--- config.mk ---
export PLATFORM = sky130hd
export DESIGN_NAME = hcp_ctrl_reg
export DESIGN_NICKNAME = d
export VERILOG_FILES = /design/src/rtl/hcp_pkg.sv /design/src/rtl/hcp_clk_div.sv /design/src/rtl/hcp_rst_pulse.sv /design/src/rtl/hcp_irq_flag.sv /design/src/rtl/hcp_ctrl_reg.sv
export SDC_FILE = /design/constraint.sdc
export NUM_CORES = 1
export LEC_CHECK = 0
export BUFFER_PORTS_ARGS = -buffer_cell sky130_fd_sc_hd__buf_2
export CORE_AREA = 2 2 39 41
export CTS_BUF_LIST = sky130_fd_sc_hd__clkbuf_16
export CTS_CLUSTER_DIAMETER = 80
export DETAILED_ROUTE_END_ITERATION = 8
export DIE_AREA = 0 0 41 43
export PLACE_DENSITY = 0.78
export SLEW_MARGIN = 20
export SYNTH_ARGS = -nofsm -noshare
export SYNTH_HDL_FRONTEND = slang
export SYNTH_SLANG_ARGS = --single-unit
--- constraint.sdc ---
create_clock -name osc_clk -period 3.6 [get_ports osc_clk]
set_clock_uncertainty 0.1 [all_clocks]
set_input_delay 0 -clock osc_clk [delete_from_list [all_inputs] [get_ports osc_clk]]
set_output_delay 0 -clock osc_clk [all_outputs]
set_load 0.03 [all_outputs]
--- src/rtl/hcp_pkg.sv ---
package hcp_pkg;
  localparam int REG_W      = 8;
  localparam int SEL_W      = 2;
  localparam int DIV_STAGES = 3;
  localparam int RST_LEN    = 4;

  // field positions; the host software decodes these
  localparam int F_HOST_IRQ = 0;
  localparam int F_DSP_IRQ  = 1;
  localparam int F_RUN      = 4;
  localparam int F_DSP_RST  = 5;
  localparam int F_SEL_LO   = 6;

  typedef logic [SEL_W-1:0] div_sel_t;

  // divider stage whose output becomes the system clock
  function automatic int unsigned tap_for_sel(input div_sel_t sel);
    if (sel[1])      return 0;   // /2
    else if (sel[0]) return 1;   // /4
    else             return 2;   // /8
  endfunction

  // full system clock period in oscillator cycles
  function automatic int unsigned period_for_sel(input div_sel_t sel);
    return 2 << tap_for_sel(sel);
  endfunction

  // assemble the read image from the live fields
  function automatic logic [REG_W-1:0] read_image(input div_sel_t sel,
                                                  input logic run,
                                                  input logic dsp_irq,
                                                  input logic host_irq);
    logic [REG_W-1:0] img;
    img = '0;
    img[F_SEL_LO +: SEL_W] = sel;
    img[F_RUN]             = run;
    img[F_DSP_IRQ]         = dsp_irq;
    img[F_HOST_IRQ]        = host_irq;
    return img;
  endfunction
endpackage

--- src/rtl/hcp_clk_div.sv ---
module hcp_clk_div
  import hcp_pkg::*;
#(
  parameter int STAGES = DIV_STAGES
) (
  input  logic     clk,
  input  logic     rst_n,
  input  div_sel_t sel_req,
  output div_sel_t sel_act,
  output logic     wrap,
  output logic     sys_clk
);
  localparam int TAP_W = (STAGES > 1) ? $clog2(STAGES) : 1;

  logic [STAGES-1:0] cnt_q;
  div_sel_t          act_q;
  logic [TAP_W-1:0]  tap;

  // every stage is high just before the count rolls over to all-zero
  assign wrap = &cnt_q;

  always_ff @(posedge clk or negedge rst_n) begin
    if (!rst_n) cnt_q <= '0;
    else        cnt_q <= cnt_q + 1'b1;
  end

  always_ff @(posedge clk or negedge rst_n) begin
    if (!rst_n)    act_q <= '0;
    else if (wrap) act_q <= sel_req;
  end

  assign tap     = TAP_W'(tap_for_sel(act_q));
  assign sel_act = act_q;
  assign sys_clk = cnt_q[tap];

  p_switch_at_zero_r3: assert property (@(posedge clk) disable iff (!rst_n)
    !$stable(act_q) |-> $past(wrap));
  p_sys_low_after_wrap_r3: assert property (@(posedge clk) disable iff (!rst_n)
    wrap |=> !sys_clk);
endmodule

--- src/rtl/hcp_rst_pulse.sv ---
module hcp_rst_pulse #(
  parameter int LEN = hcp_pkg::RST_LEN
) (
  input  logic clk,
  input  logic rst_n,
  input  logic trig,
  output logic pulse
);
  localparam int CW = $clog2(LEN + 1);

  logic [CW-1:0] cnt_q;

  always_ff @(posedge clk or negedge rst_n) begin
    if (!rst_n)             cnt_q <= '0;
    else if (trig)          cnt_q <= CW'(LEN);
    else if (cnt_q != '0)   cnt_q <= cnt_q - 1'b1;
  end

  assign pulse = (cnt_q != '0);

  p_pulse_start_r4: assert property (@(posedge clk) disable iff (!rst_n)
    trig |=> pulse);
  p_pulse_end_r4: assert property (@(posedge clk) disable iff (!rst_n)
    (cnt_q == CW'(1) && !trig) |=> !pulse);
endmodule

--- src/rtl/hcp_irq_flag.sv ---
module hcp_irq_flag #(
  parameter bit SET_WINS = 1'b1
) (
  input  logic clk,
  input  logic rst_n,
  input  logic set,
  input  logic clr,
  output logic flag
);
  logic flag_q;

  generate
    if (SET_WINS) begin : g_set_first
      always_ff @(posedge clk or negedge rst_n) begin
        if (!rst_n)   flag_q <= 1'b0;
        else if (set) flag_q <= 1'b1;
        else if (clr) flag_q <= 1'b0;
      end
    end else begin : g_clr_first
      always_ff @(posedge clk or negedge rst_n) begin
        if (!rst_n)   flag_q <= 1'b0;
        else if (clr) flag_q <= 1'b0;
        else if (set) flag_q <= 1'b1;
      end
    end
  endgenerate

  assign flag = flag_q;

  p_set_takes_r9_r11: assert property (@(posedge clk) disable iff (!rst_n)
    (set && SET_WINS) |=> flag);
  p_clear_takes_r8_r10: assert property (@(posedge clk) disable iff (!rst_n)
    (clr && !set) |=> !flag);
  p_hold_r8_r10: assert property (@(posedge clk) disable iff (!rst_n)
    (!set && !clr) |=> $stable(flag));
endmodule

--- src/rtl/hcp_ctrl_reg.sv ---
module hcp_ctrl_reg
  import hcp_pkg::*;
(
  input  logic             osc_clk,
  input  logic             rst_n,
  input  logic             wr_en,
  input  logic [REG_W-1:0] wr_data,
  output logic [REG_W-1:0] rd_data,
  output logic             sys_clk,
  output logic             dsp_clk_en,
  output logic             dsp_rst,
  output logic             dsp_irq,
  input  logic             dsp_irq_ack,
  input  logic             host_irq_set,
  output logic             host_irq
);
  div_sel_t sel_q;
  div_sel_t sel_act;
  logic     run_q;
  logic     div_wrap;

  // named write events, used by the logic and by the assertions
  logic ev_rst_dsp;
  logic ev_set_dsp_irq;
  logic ev_clr_host_irq;

  assign ev_rst_dsp      = wr_en && wr_data[F_DSP_RST];
  assign ev_set_dsp_irq  = wr_en && wr_data[F_DSP_IRQ];
  assign ev_clr_host_irq = wr_en && wr_data[F_HOST_IRQ];

  always_ff @(posedge osc_clk or negedge rst_n) begin
    if (!rst_n)     sel_q <= '0;
    else if (wr_en) sel_q <= wr_data[F_SEL_LO +: SEL_W];
  end

  // a DSP reset always leaves the DSP running
  always_ff @(posedge osc_clk or negedge rst_n) begin
    if (!rst_n)          run_q <= 1'b1;
    else if (ev_rst_dsp) run_q <= 1'b1;
    else if (wr_en)      run_q <= wr_data[F_RUN];
  end

  hcp_clk_div #(.STAGES(DIV_STAGES)) u_div (
    .clk(osc_clk), .rst_n(rst_n), .sel_req(sel_q),
    .sel_act(sel_act), .wrap(div_wrap), .sys_clk(sys_clk)
  );

  hcp_rst_pulse #(.LEN(RST_LEN)) u_rst (
    .clk(osc_clk), .rst_n(rst_n), .trig(ev_rst_dsp), .pulse(dsp_rst)
  );

  hcp_irq_flag #(.SET_WINS(1'b1)) u_to_dsp (
    .clk(osc_clk), .rst_n(rst_n), .set(ev_set_dsp_irq),
    .clr(dsp_irq_ack), .flag(dsp_irq)
  );

  hcp_irq_flag #(.SET_WINS(1'b1)) u_to_host (
    .clk(osc_clk), .rst_n(rst_n), .set(host_irq_set),
    .clr(ev_clr_host_irq), .flag(host_irq)
  );

  assign dsp_clk_en = run_q;
  assign rd_data    = read_image(sel_q, run_q, dsp_irq, host_irq);

  p_sel_readback_r2: assert property (@(posedge osc_clk) disable iff (!rst_n)
    wr_en |=> rd_data[F_SEL_LO +: SEL_W] == $past(wr_data[F_SEL_LO +: SEL_W]));
  p_run_follows_r5: assert property (@(posedge osc_clk) disable iff (!rst_n)
    (wr_en && !wr_data[F_DSP_RST]) |=> dsp_clk_en == $past(wr_data[F_RUN]));
  p_reset_runs_r6: assert property (@(posedge osc_clk) disable iff (!rst_n)
    ev_rst_dsp |=> (dsp_clk_en && dsp_rst));
  p_run_hold_r5: assert property (@(posedge osc_clk) disable iff (!rst_n)
    !wr_en |=> $stable(dsp_clk_en));
  p_rsvd_quiet_r7: assert property (@(posedge osc_clk) disable iff (!rst_n)
    wr_en |=> (rd_data[3:2] == 2'b00 && !rd_data[F_DSP_RST]));
endmodule

---- Yosys cells after proc, flatten, opt, wreduce, memory -nomap -nowiden ----
Cells that the tools add are included.
cells by class
  $add $sub $neg .......................... 2
  $lt $le $gt $ge ......................... 1
  reductions and logical operators ........ 9
  multiplexer cells ....................... 12
operators by type and width
  operator               number
  $reduce_bool A2 Y1     4
  $mux W1                7
  $mux W3                2
  $mux W2                2
  $add A3 B1 Y3 const B  1
  $logic_and A1 B1 Y1    3
  $lt A2 B3 Y1 const B   1
  $reduce_and A3 Y1      1
  $reduce_bool A3 Y1     1
  $sub A3 B1 Y3 const B  1
  $bmux W1 S2            1
storage, ports and cells
  output and inout bits ................... 13
  input bits .............................. 13
  bits in registers ....................... 13

---- Longest topological paths before layout ----
  word-level depth ........................ 4
  depth in mapped cells ................... 5
  depth with buffers taken out ............ 5

---- Cells and area by module ----
A second synthesis with hierarchy kept.
unflattened totals
  cells, all modules ...................... 53
  area, all modules ....................... 628.1 um^2
modules (own cells, without submodules)
  module         times used  cells each  area an instance (um^2)
  hcp_clk_div    1           13          195.2
  hcp_ctrl_reg   1           18          182.7
  hcp_rst_pulse  1           16          177.7
  hcp_irq_flag   2           3           36.3

---- Least setup slack after synthesis ----
No wires, ideal clock.
  kind .................................... register to output
  start ................................... register u_div.act_q[0] (netlist: u_div.sel_act[0])
  end ..................................... output sys_clk
  arrival ................................. 1.159 ns
  buffers on the path ..................... 0
  setup slack ............................. 2.341 ns
  stages on the path, launching flop included .. 3
  cell sequence ........................... dfrtp_1 -> mux2i_1 -> o21ai_0
between the ends
  cells in the longest elaborated chain, start to end .. 4
ends and longest elaborated chain
  element                        RTL line           text
  from (decl)                    hcp_clk_div.sv:16  div_sel_t act_q;
  from (signal assigned)         hcp_clk_div.sv:29  else if (wrap) act_q <= sel_req;
  $mux W2                        hcp_pkg.sv:19      else if (sel[0]) return 1;
  $mux W2                        hcp_pkg.sv:18      if (sel[1]) return 0;
  $bmux W1 S2                    hcp_clk_div.sv:34  assign sys_clk = cnt_q[tap];
  $mux W1 (implied by the code)  hcp_clk_div.sv:34
  to (decl)                      hcp_ctrl_reg.sv:9  output logic sys_clk,
Every way passes these cells. The select of a mux whose other input is x is not followed.

---- Worst setup path after layout ----
  start ................................... register u_rst.cnt_q[0]
  end ..................................... register u_rst.cnt_q[0]
between the ends
  cells in the longest elaborated chain, start to end .. 3
ends and longest elaborated chain
  element                 RTL line             text
  from (decl)             hcp_rst_pulse.sv:11  logic [CW-1:0] cnt_q;
  from (signal assigned)  hcp_rst_pulse.sv:15  else if (trig) cnt_q <= CW'(LEN);
  from (signal assigned)  hcp_rst_pulse.sv:16  else if (cnt_q != '0) cnt_q <= cnt_q - 1'b1;
  $sub A3 B1 Y3           hcp_rst_pulse.sv:16
  $mux W3                 hcp_rst_pulse.sv:16
  $mux W3                 hcp_rst_pulse.sv:15
Parallel ways exist; a longest one is shown, timed or not. The select of a mux whose other input is x is not followed.
A chain may end at the register's enable or synchronous reset.

==> impl_metrics.tcl <==
set metrics [dict create \
    path_cells "inv_1, ha_1, nand2b_4, xnor2_1, a21oi_2, dlygate4sd3_1" \
    cp-end-kind "flop" \
    maxCapViolCount 0 \
    numCtsBuffers 3 \
    r2r_end "u_rst.cnt_q[0]" \
    timing.final.crit_share 0.491 \
    syn_inst 51 \
    hold_viol 0 \
    cp.required_ns 3.62 \
    ctsHoldBuffers 11 \
    dieArea_um2 1760 \
    timing.setup.tns_ns 0 \
    critPathArrivalTime_ns 1.79 \
    cts_buffer_depth 2 \
    diodes 0 \
    max_freq_mhz 566 \
    grt-ovfl-total 0 \
    syn_area_um2 617 \
    syn2layout_area_growth_pct 42.2 \
    htree_levels 1 \
    ys_seq_elements 13 \
    coreArea_um2 1380 \
    path_clk_slew_ns 0.04 \
    nets 99 \
    ys_seq_area_frac 0.529 \
    start_util 0.446 \
    rsz0062_at_grt "no" \
    postCtsSetupRepairBufs 0 \
    avgViaCountPerCell 4.69 \
    numClockSinks 13 \
    yosys_warnings 0 \
    n_fill_cell 110 \
    antenna_found_initial 0 \
    drv_slew 0 \
    drt_wl_total_um 1070 \
    fin_crit_ns 1.77 \
    p_leak_nw 0.446 \
    die_w_um 41 \
    post_cts_resized 0 \
    drt_iter0_markers 6 \
    drt.antenna.violating_nets 0 \
    finalSetupViolations 0 \
    cp_max_fo 4 \
    die_h_um 43 \
    min_path_type "in -> async" \
    grt.total_usage 0.159 \
    power_density_nw_per_um2 645 \
    drc 0 \
    grt_max_degree 14 \
    tritoncts "done" \
    place.gp.congestion 0.679 \
    ys_types 20 \
    grt_first_pass_wirelength_um 1710 \
    reg2reg_slack_ns 1.83 \
    ir_drop_mv 0.343 \
    startpoint "u_rst.cnt_q[0]" \
    rows 14 \
    max_stage_delay_ns 0.55 \
    rr_startpoint "u_rst.cnt_q[0]" \
    cts-root-buf "clkbuf_16" \
    io_buffers 20 \
    avgSynthCellArea_um2 12.1 \
    worstSetupStartpointType "flop" \
    clk-insertion-delay-late_ns 0.24 \
    hold_ws_ns 0.0705 \
    rr_worst_depth 6 \
    io-pin-count 26 \
    crit_path_end "u_rst.cnt_q[0]" \
    outcome "finished, final reports clean" \
    first_global_vias 430 \
    layout-drive-gt1-share 0.383 \
    crit_type "reg -> reg" \
    num_vias 455 \
    wl_per_cell_um 11.0 \
    slowest_stage "dlygate4sd3_1" \
    firstDrtPassIters 4 \
]
area by class of cell:
type | instances | area (um^2) | area share
clock buffers | 3 | 75.1 | 0.0856
flip-flops and latches | 13 | 327 | 0.372
well taps | 16 | 20.0 | 0.0228
repair buffers | 31 | 210 | 0.240
clock inverters | 1 | 3.75 | 0.00428
inverters | 5 | 18.8 | 0.0214
multi-input cells | 28 | 223 | 0.254
worst min path at each step:
stage | startpoint | end | slack [ns] | cells after the start
after CTS | rst_n | u_rst.cnt_q[0] | 0.08 | 2
after global routing | rst_n | u_rst.cnt_q[2] | 0.1 | 2
after detailed placement | rst_n | u_to_host.flag | -0.21 | 1
after global placement | rst_n | u_div.sel_act[0] | -0.21 | 1
after floorplan | rst_n | sel_q[0] | -0.40 | 0
final | rst_n | sel_q[0] | 0.07 | 2
worst max-delay path, delay by kind of cell, from the launching register on:
family	cells	cell delay [ns]
adders and majority gates	1	0.21
AOI/OAI and AO/OA	1	0.04
buffers and inverters	2	0.64
and+or+nand+nor	1	0.08
DFF	1	0.39
xor gates and xnor gates	1	0.19
layer usage:
metal / vias to the layer above / global-route usage / part of all wire
li1: 217 / - / -
met3: 5 / 0.0471 / 0.069
met2: 23 / 0.247 / 0.48
met5: - / 0 / 0
met4: 0 / 0.160 / 0.043
met1: 210 / 0.148 / 0.41
placed cells by master (no fill, tap or decap), types with 2 or more instances in the layout:
cell | netlist | final
buf_2 | 0 | 20
dfrtp_1 | 12 | 12
dlygate4sd3_1 | 0 | 11
inv_1 | 5 | 6
mux2_2 | 4 | 4
ha_1 | 4 | 4
nand2_1 | 3 | 3
nor2_1 | 3 | 3
conb_1 | 1 | 3
clkbuf_16 | 0 | 3
o21ai_0 | 2 | 2
logic make-up after synthesis:
group | after synthesis | share of synthesized area
xor gates and xnor gates | 1 | 0.0142
AOI/OAI and AO/OA | 7 | 0.0913
muxes | 5 | 0.0892
and+or+nand+nor | 8 | 0.0669
adders and majority gates | 4 | 0.0811
buffers and inverters | 12 | 0.122
DFF | 13 | 0.529
other | 1 | 0.00608
state kept, by name, indices dropped and copies added (netlist names):
register / cells
dsp_clk_en: 1
sel_q: 2
u_div.cnt_q: 3
u_div.sel_act: 2
u_rst.cnt_q: 3
u_to_dsp.flag: 1
u_to_host.flag: 1
synthesized netlist by cell type (all sizes together):
cell type,number,area share
nor2,3,0.018
mux2,4,0.073
o21ai,2,0.016
nor3,1,0.0081
xnor2,1,0.014
nand2,3,0.018
ha,4,0.081
mux2i,1,0.016
dfstp,1,0.043
conb,1,0.0061
a221oi,1,0.024
buf,7,0.091
inv,5,0.030
a21oi,2,0.022
nand2b,1,0.022
dfrtp,12,0.49
a21o,1,0.012
a221o,1,0.016
power by group:
part | switching [mW] | internal (mW)
logic | 0.0913 | 0.0826
clock network | 0.0567 | 0.146
registers | 0.0165 | 0.172
stage by stage:
| step | std cells | area, um^2 | power, mW | setup slack [ns] | utilization |
|---|---|---|---|---|---|
| 2_1_floorplan | 53 | 624 | 0.316 | 2.34 | - |
| 3_3_place_gp | 82 | 688 | 0.337 | 2.33 | 0.497 |
| 3_5_place_dp | 82 | 688 | 0.344 | 2.28 | 0.497 |
| 4_1_cts | 97 | 877 | 0.569 | 1.84 | 0.634 |
| 5_1_grt | 97 | 877 | 0.599 | 1.75 | 0.634 |
| 6_report | 97 | 877 | 0.566 | 1.83 | 0.634 |
(Power assumes the default switching activity.)
